==> config.mk <==
export PLATFORM = sky130hd
export DESIGN_NAME = pkt_pool_mmu
export DESIGN_NICKNAME = d
export VERILOG_FILES = /design/src/rtl/pkt_pool_pkg.sv /design/src/rtl/pkt_pool_queue.sv /design/src/rtl/pkt_pool_bitmap.sv /design/src/rtl/pkt_pool_mmu.sv
export SDC_FILE = /design/constraint.sdc
export NUM_CORES = 1
export LEC_CHECK = 0
export BUFFER_PORTS_ARGS = -buffer_cell sky130_fd_sc_hd__clkbuf_2
export CAP_MARGIN = 20
export CORE_MARGIN = 2
export CORE_UTILIZATION = 40
export CTS_BUF_LIST = sky130_fd_sc_hd__clkbuf_4
export DETAILED_ROUTE_END_ITERATION = 8
export PLACE_DENSITY = 0.59
export SLEW_MARGIN = 20
export SYNTH_ARGS = -nofsm -noshare
export SYNTH_HDL_FRONTEND = slang
export SYNTH_SLANG_ARGS = --single-unit
==> constraint.sdc <==
create_clock -name clk -period 8.75 [get_ports clk]
set_input_delay 0.875 -clock clk [delete_from_list [all_inputs] [get_ports clk]]
set_output_delay 0.875 -clock clk [all_outputs]
set_load 0.02 [all_outputs]
==> src/rtl/pkt_pool_pkg.sv <==
package pkt_pool_pkg;
  localparam logic [7:0] NO_PAGE = 8'h80;

  typedef enum logic [2:0] {
    OP_NOP        = 3'd0,
    OP_TX_ALLOC   = 3'd1,
    OP_MMU_RESET  = 3'd2,
    OP_RX_POP     = 3'd3,
    OP_RX_POPFREE = 3'd4,
    OP_FREE       = 3'd5,
    OP_TX_ENQ     = 3'd6,
    OP_TX_FLUSH   = 3'd7
  } mmu_op_e;
endpackage

==> src/rtl/pkt_pool_queue.sv <==
// Circular queue of page numbers: push, pop and clear, with clear taking priority.
module pkt_pool_queue #(
  parameter int DEPTH = 4,
  parameter int W     = 2
) (
  input  logic                       clk,
  input  logic                       rst_n,
  input  logic                       clear,
  input  logic                       push,
  input  logic [W-1:0]               push_data,
  input  logic                       pop,
  output logic [W-1:0]               head,
  output logic [$clog2(DEPTH+1)-1:0] count,
  output logic [$clog2(DEPTH+1)-1:0] count_nxt
);
  localparam int AW = (DEPTH > 1) ? $clog2(DEPTH) : 1;
  localparam int CW = $clog2(DEPTH+1);

  logic [W-1:0]  mem [DEPTH];
  logic [AW-1:0] rd_q, wr_q, rd_d, wr_d;
  logic [CW-1:0] cnt_q;
  logic          pop_ok, push_ok, ptr_en;

  function automatic logic [AW-1:0] inc(input logic [AW-1:0] p);
    return (p == AW'(DEPTH-1)) ? '0 : p + 1'b1;
  endfunction

  always_comb begin
    pop_ok  = pop && (cnt_q != '0);
    // a full queue accepts a push only when it also pops in this cycle
    push_ok = push && ((cnt_q != CW'(DEPTH)) || pop_ok);
    if (clear) begin
      count_nxt = '0;
      rd_d      = '0;
      wr_d      = '0;
    end else begin
      count_nxt = cnt_q + CW'(push_ok) - CW'(pop_ok);
      rd_d      = pop_ok  ? inc(rd_q) : rd_q;
      wr_d      = push_ok ? inc(wr_q) : wr_q;
    end
    ptr_en = clear || pop_ok || push_ok;
  end

  always_ff @(posedge clk or negedge rst_n) begin
    if (!rst_n) begin
      rd_q  <= '0;
      wr_q  <= '0;
      cnt_q <= '0;
    end else if (ptr_en) begin
      rd_q  <= rd_d;
      wr_q  <= wr_d;
      cnt_q <= count_nxt;
    end
  end

  always_ff @(posedge clk) begin
    if (push_ok && !clear) mem[wr_q] <= push_data;
  end

  assign head  = mem[rd_q];
  assign count = cnt_q;
endmodule

==> src/rtl/pkt_pool_bitmap.sv <==
// Page ownership bitmask with two lowest-free requesters; port A is served before port B.
module pkt_pool_bitmap #(
  parameter int PAGES = 4,
  parameter int PW    = 2
) (
  input  logic             clk,
  input  logic             rst_n,
  input  logic             clear_all,
  input  logic [PAGES-1:0] free_vec,
  input  logic             req_a,
  input  logic             req_b,
  output logic             gnt_a,
  output logic [PW-1:0]    page_a,
  output logic             gnt_b,
  output logic [PW-1:0]    page_b,
  output logic [PAGES-1:0] used
);
  logic [PAGES-1:0] used_q, after_free, after_a, used_d;
  logic             found_a, found_b, upd;

  always_comb begin
    after_free = clear_all ? '0 : (used_q & ~free_vec);
    found_a = 1'b0;
    page_a  = '0;
    for (int i = PAGES-1; i >= 0; i--) begin
      if (!after_free[i]) begin
        found_a = 1'b1;
        page_a  = PW'(i);
      end
    end
    gnt_a   = req_a && found_a;
    after_a = after_free;
    for (int i = 0; i < PAGES; i++) begin
      if (gnt_a && (page_a == PW'(i))) after_a[i] = 1'b1;
    end
    found_b = 1'b0;
    page_b  = '0;
    for (int i = PAGES-1; i >= 0; i--) begin
      if (!after_a[i]) begin
        found_b = 1'b1;
        page_b  = PW'(i);
      end
    end
    gnt_b  = req_b && found_b;
    used_d = after_a;
    for (int i = 0; i < PAGES; i++) begin
      if (gnt_b && (page_b == PW'(i))) used_d[i] = 1'b1;
    end
    upd = clear_all || (|free_vec) || gnt_a || gnt_b;
  end

  always_ff @(posedge clk or negedge rst_n) begin
    if (!rst_n)   used_q <= '0;
    else if (upd) used_q <= used_d;
  end

  assign used = used_q;
endmodule

==> src/rtl/pkt_pool_mmu.sv <==
module pkt_pool_mmu
  import pkt_pool_pkg::*;
#(
  parameter int PAGES = 4,
  localparam int PW = $clog2(PAGES),
  localparam int CW = $clog2(PAGES+1)
) (
  input  logic          clk,
  input  logic          rst_n,
  input  logic          cmd_we,
  input  logic [7:0]    cmd_byte,
  input  logic [PW-1:0] pkt_num,
  input  logic          auto_release,
  input  logic          tx_enable,
  input  logic          rx_req,
  input  logic          done_pop,
  output logic          rx_grant,
  output logic [PW-1:0] rx_page,
  output logic [7:0]    alloc_result,
  output logic [7:0]    done_head,
  output logic [7:0]    rx_head,
  output logic [CW-1:0] pages_in_use,
  output logic          stat_alloc,
  output logic          stat_tx_done,
  output logic          stat_tx_empty,
  output logic          stat_rcv
);
  mmu_op_e          op;
  logic             is_alloc, is_rst, is_rxpop, is_rxfree, is_free, is_enq, is_flush;
  logic             step;
  logic [PAGES-1:0] free_vec, used;
  logic             req_a, req_b, gnt_a, gnt_b;
  logic [PW-1:0]    page_a, page_b;
  logic [PW-1:0]    tx_hd, dn_hd, rx_hd;
  logic [CW-1:0]    tx_cnt, tx_cnt_nxt, dn_cnt, dn_cnt_nxt, rx_cnt, rx_cnt_nxt;

  logic [7:0]       result_q, result_d;
  logic             pend_q, pend_d, st_alloc_q, st_alloc_d;
  logic             rcv_q, rcv_d, drain_q, drain_d, res_en;

  // command decode
  always_comb begin
    op        = mmu_op_e'(cmd_byte[7:5]);
    is_alloc  = cmd_we && (op == OP_TX_ALLOC);
    is_rst    = cmd_we && (op == OP_MMU_RESET);
    is_rxpop  = cmd_we && ((op == OP_RX_POP) || (op == OP_RX_POPFREE));
    is_rxfree = cmd_we && (op == OP_RX_POPFREE);
    is_free   = cmd_we && (op == OP_FREE);
    is_enq    = cmd_we && (op == OP_TX_ENQ);
    is_flush  = cmd_we && (op == OP_TX_FLUSH);
  end

  // release sources and requesters
  always_comb begin
    step     = (tx_cnt != '0) && (tx_enable || drain_q);
    free_vec = '0;
    for (int i = 0; i < PAGES; i++) begin
      if (step && auto_release && (tx_hd == PW'(i)))        free_vec[i] = 1'b1;
      if (is_free && (pkt_num == PW'(i)))                   free_vec[i] = 1'b1;
      if (is_rxfree && (rx_cnt != '0) && (rx_hd == PW'(i))) free_vec[i] = 1'b1;
    end
    req_a = is_alloc || (pend_q && (|free_vec) && !is_rst);
    req_b = rx_req && !is_rst;
  end

  pkt_pool_bitmap #(.PAGES(PAGES), .PW(PW)) u_map (
    .clk(clk), .rst_n(rst_n), .clear_all(is_rst), .free_vec(free_vec),
    .req_a(req_a), .req_b(req_b), .gnt_a(gnt_a), .page_a(page_a),
    .gnt_b(gnt_b), .page_b(page_b), .used(used)
  );

  pkt_pool_queue #(.DEPTH(PAGES), .W(PW)) u_txq (
    .clk(clk), .rst_n(rst_n), .clear(is_flush || is_rst),
    .push(is_enq), .push_data(pkt_num), .pop(step),
    .head(tx_hd), .count(tx_cnt), .count_nxt(tx_cnt_nxt)
  );

  pkt_pool_queue #(.DEPTH(PAGES), .W(PW)) u_doneq (
    .clk(clk), .rst_n(rst_n), .clear(is_flush || is_rst),
    .push(step && !auto_release), .push_data(tx_hd), .pop(done_pop),
    .head(dn_hd), .count(dn_cnt), .count_nxt(dn_cnt_nxt)
  );

  pkt_pool_queue #(.DEPTH(PAGES), .W(PW)) u_rxq (
    .clk(clk), .rst_n(rst_n), .clear(is_rst),
    .push(gnt_b), .push_data(page_b), .pop(is_rxpop),
    .head(rx_hd), .count(rx_cnt), .count_nxt(rx_cnt_nxt)
  );

  // next state
  always_comb begin
    result_d   = result_q;
    pend_d     = pend_q;
    st_alloc_d = st_alloc_q;
    if (is_rst) begin
      result_d = 8'h00;
      pend_d   = 1'b0;
    end else if (req_a) begin
      result_d   = gnt_a ? 8'(page_a) : NO_PAGE;
      pend_d     = !gnt_a;
      st_alloc_d = gnt_a;
    end
    res_en = is_rst || req_a;

    if (gnt_b)         rcv_d = 1'b1;
    else if (is_rxpop) rcv_d = (rx_cnt > CW'(1));
    else               rcv_d = rcv_q;

    drain_d = (tx_enable || drain_q) && (tx_cnt_nxt != '0);
  end

  always_ff @(posedge clk or negedge rst_n) begin
    if (!rst_n) begin
      result_q   <= 8'h00;
      pend_q     <= 1'b0;
      st_alloc_q <= 1'b0;
    end else if (res_en) begin
      result_q   <= result_d;
      pend_q     <= pend_d;
      st_alloc_q <= st_alloc_d;
    end
  end

  always_ff @(posedge clk or negedge rst_n) begin
    if (!rst_n) begin
      rcv_q   <= 1'b0;
      drain_q <= 1'b0;
    end else begin
      rcv_q   <= rcv_d;
      drain_q <= drain_d;
    end
  end

  always_comb begin
    pages_in_use = '0;
    for (int i = 0; i < PAGES; i++) pages_in_use = pages_in_use + CW'(used[i]);
  end

  assign rx_grant      = gnt_b;
  assign rx_page       = page_b;
  assign alloc_result  = result_q;
  assign done_head     = (dn_cnt == '0) ? NO_PAGE : 8'(dn_hd);
  assign rx_head       = (rx_cnt == '0) ? NO_PAGE : 8'(rx_hd);
  assign stat_alloc    = st_alloc_q;
  assign stat_tx_done  = (dn_cnt != '0);
  assign stat_tx_empty = (tx_cnt == '0);
  assign stat_rcv      = rcv_q;
endmodule

==> results_dict.tcl, run 1 <==
set metrics [dict create \
    outcome "completed" \
    drv_cap 0 \
    setup-tns-final_ns 0 \
    drtIter0Drc 120 \
    fin_worst_hold_slack_ns 0.5315 \
    cell_breakdown_of_the_critical_path "mux4_2, nor4b_4, a2111oi_4, nand2_1, o32a_1, nor2_1, clkbuf_2" \
    fmax_ghz 0.2333 \
    report.final.hold_viol_count 0 \
    cp_data_arrival_time_ns 3.41 \
    rsz0062_at_grt "false" \
    worst_r2r_startpoint "u_txq.rd_q[0]" \
    worst_setup_path_startpoint "u_txq.rd_q[0]" \
    global_route.usage.total_pct 14.56 \
    floorplan.die.height_um 97.40 \
    synth_cell_area_um2 3490 \
    antenna_left 0 \
    count_of_endpoints_failing_setup_in_the_final_report 0 \
    timing.critical_path.from_type "flip-flop" \
    async_reset_ff_share_pct 56.36 \
    port-buffer-count 30 \
    final_stage_net_count 400 \
    seq_power_share_pct 33.7 \
    wirelength_um 6581 \
    min_path_cells 2 \
    gp_routability_congestion 0.8219 \
    cts-htree-levels 2 \
    power.total_uw 1337 \
    vias 2361 \
    timing.final.crit_share_pct 48.99 \
    number_of_top_level_design_ports 51 \
    buffer_levels_on_the_longest_clock_path 2 \
    die_ar_um2 9487 \
    firstDrtPassIters 4 \
    rows 34 \
    grt_max_degree 32 \
    power.combinational.fraction_pct 55.7 \
    fin_area_um2 3757 \
    highest_layer "met4" \
    slew_viol_final 0 \
    tritoncts_num_sinks 55 \
    timing.rr.end "u_rxq.count[2]" \
    clk-insertion-delay-late_ns 0.37 \
    yosys_warnings 0 \
    drt-met1-wl_um 3169 \
    drive_gt1_share_pct 17.70 \
    netlist-cell-type-count 65 \
    critical_path.max_fanout 10 \
    cts_tree "done" \
    post_drt_via_cell_ratio 5.088 \
    cts_hold_buf 0 \
    p_clk_share_pct 10.6 \
    placement.cell_area_um2 3675 \
    routedWlPerCell_um 14.18 \
    grt_remaining_overflow 0 \
    number_of_enable_flip_flop_cells_after_synthesis 24 \
    cts_repair_resize_count 0 \
    worst_hold_startpoint "alloc_result[1]" \
    cp_slowest_stage_delay_ns 0.64 \
    post_synth_inst_count 329 \
    class_of_the_tightest_hold_or_removal_check "reg -> reg" \
    static-leakage-power_uw 0.001697 \
    layoutNonFillerInstCount 464 \
    met2_routed_wl_um 3102 \
    post-route-drc-count 0 \
    antenna_cells_inserted 0 \
    placed_cells_incl_taps 456 \
    r2r_cells 11 \
    crit_required_ns 7.88 \
    syn_to_final_growth_pct 7.673 \
    min_delay_worst_endpoint "alloc_result[1]" \
    slowest_stage "mux4_2" \
    ys_ff_latch 55 \
    floorplan.initialDensity_pct 40.61 \
    reg2reg_setup_slack_ns 5.24 \
    fp.coreArea_um2 8593 \
    power-per-cell-area_nw_per_um2 356.0 \
    syn_area_per_cell_um2 10.61 \
    cts-buffers-inserted 5 \
    skew_ns 0.01690 \
    timing.final.crit_period_ns 4.287 \
    synth_seq_area_share_pct 42.88 \
    hpwlAfterDp_um 5062 \
    internal_power_uw 745.6 \
    crit_type "reg -> out" \
    worst_setup_path_end_kind "primary output" \
    postSynth.topFlopCell "dfrtp_1" \
    p_sw_uw 591.8 \
    grt_first_pass_wirelength_um 11280 \
    netSwitchingFraction_pct 44.25 \
    tightestPinTransition_ns 0.8629 \
    clk_transition_reported_paths_ns 0.15 \
    die_width_um 97.40 \
    number_of_global_route_vias_before_repair 2289 \
    number_of_post_cts_setup_repair_buffers 0 \
    grt_antenna_before_repair 0 \
    max-slew-margin-rel_pct 42.03 \
    cts-root-buf "clkbuf_4" \
    route.met3.wl_um 269 \
    power.ir.vdd_worst_v 0.0002220 \
]
[kinds of logic (layout without fill, tap and decap cells)]
family	count (synthesis)	in the layout	synth area share [%]
flops	55	55	42.88
buf+inv	61	74	8.355
xor+xnor	7	7	1.757
fa+ha+maj	28	28	10.90
compound gates	49	49	10.94
simple gates	113	113	18.47
mux	15	15	6.597
other cells	1	15	0.1075
[flip-flops by register name, summed over array words and instances (netlist names)]
signal,flops
u_doneq.count,3
u_rxq.rd_q,2
u_doneq.wr_q,2
drain_q,1
u_txq.wr_q,2
u_txq.rd_q,2
u_map.used,4
u_rxq.count,3
u_doneq.rd_q,2
u_txq.count,3
alloc_result,3
u_doneq.mem,8
stat_rcv,1
stat_alloc,1
u_txq.mem,8
u_rxq.wr_q,2
u_rxq.mem,8
[cells in the mapped netlist, types with 2 or more instances]
cell type,n,share of area (%)
inv_1,35,3.8
dfrtp_1,31,22
nor2_1,25,2.7
edfxtp_1,24,21
ha_1,24,8.6
nand2_1,23,2.5
buf_4,16,3.4
a21oi_1,14,2.0
and2_1,12,2.2
nor3_1,9,1.3
clkbuf_1,8,0.86
mux2i_1,8,2.3
and3_1,7,1.3
o21ai_0,7,1.0
mux4_2,6,3.9
fa_1,4,2.3
nand3_1,4,0.57
nor2b_1,4,0.72
or2_2,4,0.72
xnor2_1,4,1.0
a41o_1,3,0.86
nor4_1,3,0.54
o21ai_1,3,0.43
xor2_1,3,0.75
buf_2,2,0.29
nand2b_1,2,0.36
nand4b_1,2,0.50
nand4bb_1,2,0.65
nor3b_2,2,0.72
o211ai_1,2,0.43
o31ai_1,2,0.43
[power by group through the flow]
stage / Clock, uW / Sequential [uW] / Combinational, uW
after global routing: 157 / 463 / 854
after CTS: 147 / 451 / 757
final: 142 / 450 / 745
after global placement: 0 / 454 / 736
after floorplan: 0 / 436 / 599
after detailed placement: 0 / 457 / 752
[cells in the final DEF (no fill, tap or decap), drive strengths merged, types with 3 or more instances in the layout]
cell type,n
clkbuf,37
inv,35
dfrtp,31
nor2,26
ha,24
edfxtp,24
nand2,24
conb,15
a21oi,15
and2,12
o21ai,11
nor3,10
mux2i,8
and3,7
mux4,6
nor2b,4
nand3,4
or2,4
xnor2,4
fa,4
nor4,3
a41o,3
xor2,3
nor3b,3
nor4b,3
[through the flow]
stage | setup slack [ns] | utilization (%)
2_1_floorplan | 4.938 | -
3_3_place_gp | 4.541 | 42.76
3_5_place_dp | 4.542 | 42.76
4_1_cts | 4.420 | 43.72
5_1_grt | 4.096 | 43.72
6_report | 4.464 | 43.72
[worst max-delay path by stage]
stage                             to  slack (ns)  depth (start not counted)
after global routing      rx_page[1]        4.10                          9
after detailed placement  rx_page[1]        4.54                          9
final                     rx_page[1]        4.46                          7
after global placement    rx_page[1]        4.54                          9
after CTS                 rx_page[1]        4.42                          7
after floorplan           rx_page[1]        4.94                          8
[critical path, delay by kind of cell (launching register included)]
kind | cells | cell delay [ns]
AO/OA/AOI/OAI | 2 | 1.05
multiplexers | 1 | 0.64
AND/OR/NAND/NOR | 3 | 0.64
flip-flops | 1 | 0.48
buffers and inverters | 1 | 0.23
[metal layers]
layer	global-route usage (%)	up-vias
met5	0	-
met4	2.564	0
met3	2.446	4
met2	23.55	51
met1	20.95	1132
li1	-	1174
[cell type report]
type / count / area (um2)
multi-input combinational: 227 / 1754
inverter: 35 / 131.4
timing repair buffer: 31 / 157.7
clock buffer: 7 / 52.55
tap: 108 / 135.1
sequential: 55 / 1496
fill: 835 / 4836
clock inverter: 1 / 30.03
No activity file was read; power rests on OpenSTA's default activity.
==> run 2, diff against run 1 <==
- clock period: 8.75 -> 4.5 ns (I/O delays scaled with it)
==> run 2 against run 1 <==
  * Global-route usage increased by 0.16 points
  * Sequential cell count unchanged
  * Hold slack worse by 0.39 ns
  * Cell count unchanged
  * Critical path type unchanged
==> results_dict.tcl, run 2 (synthesized netlist as in run 1, its figures left out) <==
set metrics [dict create \
    class_of_the_tightest_hold_or_removal_check "in -> async" \
    rows 34 \
    cp_slowest_stage_delay_ns 0.64 \
    report.final.hold_viol_count 0 \
    number_of_post_cts_setup_repair_buffers 0 \
    antenna_cells_inserted 0 \
    highest_count_cells_in_the_layout_ignoring_fill_and_taps "inv_1 (35), dfrtp_1 (31), clkbuf_2 (30)" \
    floorplan.die.height_um 97.40 \
    grt_first_pass_wirelength_um 11380 \
    rsz0062_at_grt "false" \
    floorplan.initialDensity_pct 40.61 \
    drv_cap 0 \
    pre_cts_slack_ns 0.9190 \
    critical_path.n_buffers_inverters 1 \
    syn_to_final_growth_pct 7.494 \
    cell_breakdown_of_the_critical_path "mux4_2, nor4b_4, a2111oi_4, nand2_1, o32a_1, nor2_1, clkbuf_2" \
    slowest_stage "mux4_2" \
    max-slew-margin-rel_pct 39.14 \
    power.total_uw 2591 \
    seq_power_share_pct 33.8 \
    timing.critical_path.from_type "flip-flop" \
    worst_r2r_startpoint "u_txq.count[2]" \
    port-buffer-count 30 \
    outcome "completed" \
    worst_path_dominant_cell_family "compound AO/OA/AOI/OAI gates" \
    slew_viol_final 0 \
    cts-htree-levels 2 \
    count_of_endpoints_failing_setup_in_the_final_report 0 \
    die_ar_um2 9487 \
    clk_transition_reported_paths_ns 0.15 \
    worst_setup_path_startpoint "u_txq.rd_q[0]" \
    power-per-cell-area_nw_per_um2 690.8 \
    timing.final.crit_period_ns 3.940 \
    p_sw_uw 1157 \
    static-leakage-power_uw 0.001693 \
    cp_data_arrival_time_ns 3.49 \
    vias 2382 \
    global_route.usage.total_pct 14.72 \
    n_fill_cell 833 \
    routedWlPerCell_um 14.37 \
    cts-root-buf "clkbuf_4" \
    die_width_um 97.40 \
    worst_setup_path_end_kind "primary output" \
    antenna_left 0 \
    grt_remaining_overflow 0 \
    crit_required_ns 4.05 \
    hpwlAfterDp_um 5136 \
    setup-tns-final_ns 0 \
    layout.area.seq_um2 1496 \
    firstDrtPassIters 4 \
    netSwitchingFraction_pct 44.66 \
    grt_antenna_before_repair 0 \
    post_route_worst_setup_slack_ns 0.5602 \
    cts_hold_buf 0 \
    buffer_levels_on_the_longest_clock_path 2 \
    fp.coreArea_um2 8593 \
    cts_repair_resize_count 0 \
    reg2reg_setup_slack_ns 1.00 \
    power.ir.vdd_worst_v 0.0003841 \
    tritoncts_num_sinks 55 \
    layout.cells.most_common "inv_1" \
    cts_tree "done" \
    final_stage_net_count 400 \
    skew_ns 0.01149 \
    crit_type "reg -> out" \
    number_of_global_route_vias_before_repair 2374 \
    tightestPinTransition_ns 0.9059 \
    gp_routability_congestion 0.8009 \
    fmax_ghz 0.2538 \
    cts-buffers-inserted 5 \
    multiInputGateArea_um2 1754 \
    grt_max_degree 32 \
    post_drt_via_cell_ratio 5.134 \
    drtIter0Drc 111 \
    critical_path.max_fanout 10 \
    wirelength_um 6666 \
    internal_power_uw 1434 \
    clk-insertion-delay-late_ns 0.37 \
    post-route-drc-count 0 \
    drive_gt1_share_pct 17.42 \
    timing.final.crit_share_pct 87.55 \
    number_of_top_level_design_ports 51 \
    finalCoreUtilization_pct 43.65 \
    reg.largest.list "u_doneq.mem (8), u_rxq.mem (8), u_txq.mem (8)" \
    power.combinational.fraction_pct 56.2 \
    p_clk_share_pct 10.0 \
]
-- run 2: per-layer routing --
metal	wire length, um	track usage (%)	up-vias
li1	-	-	1176
met1	3158	19.97	1160
met2	3221	24.40	38
met3	208	2.446	8
met4	78	4.274	0
met5	0	0	-
-- run 2: cell type report --
class	count	area share (%)
multi-input combinational	227	46.76
sequential	55	39.89
timing repair buffer	31	4.203
tap	108	3.602
inverter	35	3.502
clock inverter	3	1.034
clock buffer	5	1.001
-- run 2: path summary, 6_finish.rpt --
path	to	cells after the start
max	rx_page[1]	7
min	u_doneq.count[2]	1
max reg2reg	u_rxq.count[2]	12
min reg2reg	alloc_result[1]	2
max in group asynchronous	alloc_result[7]	1
min in group clk	u_map.used[3]	3
-- run 2: power groups by stage --
stage               sequential [uW]  combinational (uW)  clock (uW)
floorplan                       849                1160           0
global placement                882                1430           0
detailed placement              889                1470           0
CTS                             877                1470         272
global route                    900                1660         292
finish                          876                1460         259
-- run 2: per-stage QoR --
stage,hold WS (ns),area (um2),instances
6_report,0.1401,3751,464
5_1_grt,0.1847,3751,464
4_1_cts,0.1598,3751,464
3_5_place_dp,0.5076,3675,456
3_3_place_gp,0.5040,3675,456
2_1_floorplan,0.1544,3542,343
==> run 3, diff against run 2 <==
- CTS_BUF_LIST: sky130_fd_sc_hd__clkbuf_4 -> default
==> run 3 against run 2 <==
  * Combinational power hardly changed
  * Largest cell class unchanged
  * Critical endpoint unchanged
  * Clock skew is 0.0035 ns lower
  * Register-to-register slack hardly changed
==> results_dict.tcl, run 3 (synthesized netlist as in run 1, its figures left out) <==
set metrics [dict create \
    outcome "completed" \
    reg2reg_setup_slack_ns 1.01 \
    setup-tns-final_ns 0 \
    layout.cells.most_common "inv_1" \
    timing.critical_path.from_type "flip-flop" \
    netSwitchingFraction_pct 43.71 \
    floorplan.initialDensity_pct 40.61 \
    grt_remaining_overflow 0 \
    crit_required_ns 4.05 \
    reg.largest.list "u_doneq.mem (8), u_rxq.mem (8), u_txq.mem (8)" \
    gp_routability_congestion 0.8009 \
    placement.cell_area_um2 3675 \
    class_of_the_tightest_hold_or_removal_check "in -> async" \
    cell_breakdown_of_the_critical_path "o32ai_4, inv_1, a32oi_1, o21ai_0, nand2_2, nor2_1, o32a_1, nor2_1, clkbuf_2" \
    cts_tree "done" \
    count_of_endpoints_failing_setup_in_the_final_report 0 \
    final_stage_net_count 400 \
    buffer_levels_on_the_longest_clock_path 2 \
    fp.coreArea_um2 8593 \
    grt_first_pass_wirelength_um 11390 \
    crit_type "reg -> out" \
    max-slew-margin-rel_pct 39.16 \
    firstDrtPassIters 5 \
    cts-buffers-inserted 5 \
    worst_setup_path_startpoint "u_txq.count[2]" \
    r2r_cells 12 \
    number_of_top_level_design_ports 51 \
    drtIter0Drc 107 \
    static-leakage-power_uw 0.001712 \
    number_of_post_cts_setup_repair_buffers 0 \
    power-per-cell-area_nw_per_um2 702.9 \
    cts-htree-levels 2 \
    tritoncts_num_sinks 55 \
    slowest_stage "o32ai_4" \
    timing.final.crit_period_ns 3.837 \
    die_ar_um2 9487 \
    drv_cap 0 \
    clk-insertion-delay-late_ns 0.30 \
    rsz0062_at_grt "false" \
    cp_data_arrival_time_ns 3.39 \
    die_width_um 97.40 \
    p_clk_share_pct 12.5 \
    worst_setup_path_end_kind "primary output" \
    hpwlAfterDp_um 5136 \
    power.ir.vdd_worst_v 0.0003818 \
    routedWlPerCell_um 14.36 \
    critical_path.max_fanout 10 \
    floorplan.die.height_um 97.40 \
    worst_path_most_repeated_cell "nor2_1" \
    skew_ns 0.007973 \
    global_route.usage.total_pct 14.68 \
    highest_count_cells_in_the_layout_ignoring_fill_and_taps "inv_1 (35), dfrtp_1 (31), clkbuf_2 (30)" \
    drive_gt1_share_pct 17.70 \
    timing.critical_path.to "rx_page[1]" \
    slew_viol_final 0 \
    worst_r2r_startpoint "u_txq.count[2]" \
    rows 34 \
    cp_slowest_stage_delay_ns 0.51 \
    grt_antenna_before_repair 0 \
    power.combinational.fraction_pct 54.6 \
    fin_area_um2 3792 \
    internal_power_uw 1500 \
    cts-root-buf "clkbuf_8" \
    antenna_left 0 \
    fmax_ghz 0.2606 \
    syn_to_final_growth_pct 8.677 \
    p_sw_uw 1165 \
    seq_power_share_pct 32.9 \
    vias 2372 \
    cts_hold_buf 0 \
    wirelength_um 6661 \
    cts_repair_resize_count 0 \
    finalCoreUtilization_pct 44.13 \
    antenna_cells_inserted 0 \
    port-buffer-count 30 \
    timing.final.crit_share_pct 85.26 \
    timing.rr.end "u_rxq.count[2]" \
    report.final.hold_viol_count 0 \
    post_drt_via_cell_ratio 5.112 \
    number_of_global_route_vias_before_repair 2365 \
    clk_transition_reported_paths_ns 0.09 \
    grt_max_degree 32 \
    post-route-drc-count 0 \
    tightestPinTransition_ns 0.9056 \
]
-- run 3: cell count changes in the layout (fill, tap and decap cells not counted), sizes merged --
cell	before	now
clkinv	2	1
clkbuf	35	36
-- run 3: worst max-delay path: cells and delay by family, from the launching register on --
kind            cells  cell delay (ns)
compound gates      4             1.43
simple gates        3             0.69
flops               1             0.48
buf+inv             2             0.49
-- run 3: layer usage --
metal | vias to the layer above | share of wire (%) | track usage [%]
li1 | 1176 | - | -
met1 | 1142 | 47 | 20.02
met2 | 50 | 48 | 24.51
met3 | 4 | 3.7 | 3.094
met4 | 0 | 0.63 | 2.671
met5 | - | 0 | 0
-- run 3: cell type report --
cell class              instances  area [um2]
inverters                      35       131.4
well taps                     108       135.1
flip-flops and latches         55        1496
multi-input cells             227        1754
clock buffers                   6       82.58
repair buffers                 31       157.7
clock inverters                 2       35.03
fillers                       827        4801
-- run 3: worst min path at each step --
stage                            end  slack (ns)       startpoint  cells past startpoint
floorplan            alloc_result[0]        0.15            rst_n                      0
global placement     alloc_result[1]        0.50  alloc_result[1]                      2
detailed placement   alloc_result[1]        0.51  alloc_result[1]                      2
CTS                 u_doneq.count[1]        0.25            rst_n                      1
global route        u_doneq.count[1]        0.29            rst_n                      1
finish              u_doneq.count[2]        0.23            rst_n                      1
-- run 3: power by group through the flow --
stage	combinational [uW]	clock, uW	sequential [uW]
5_1_grt	1660	365	901
4_1_cts	1470	345	878
6_report	1460	333	876
3_5_place_dp	1470	0	889
3_3_place_gp	1430	0	882
2_1_floorplan	1160	0	849
-- run 3: per-stage QoR --
stage,worst slack [ns],total power [uW],instances,hold slack (ns)
floorplan,1.437,2013,343,0.1544
CTS,0.6486,2695,464,0.2508
detailed placement,0.9190,2354,456,0.5076
finish,0.6634,2666,464,0.2267
global placement,0.9079,2313,456,0.5040
global route,0.4260,2921,464,0.2864
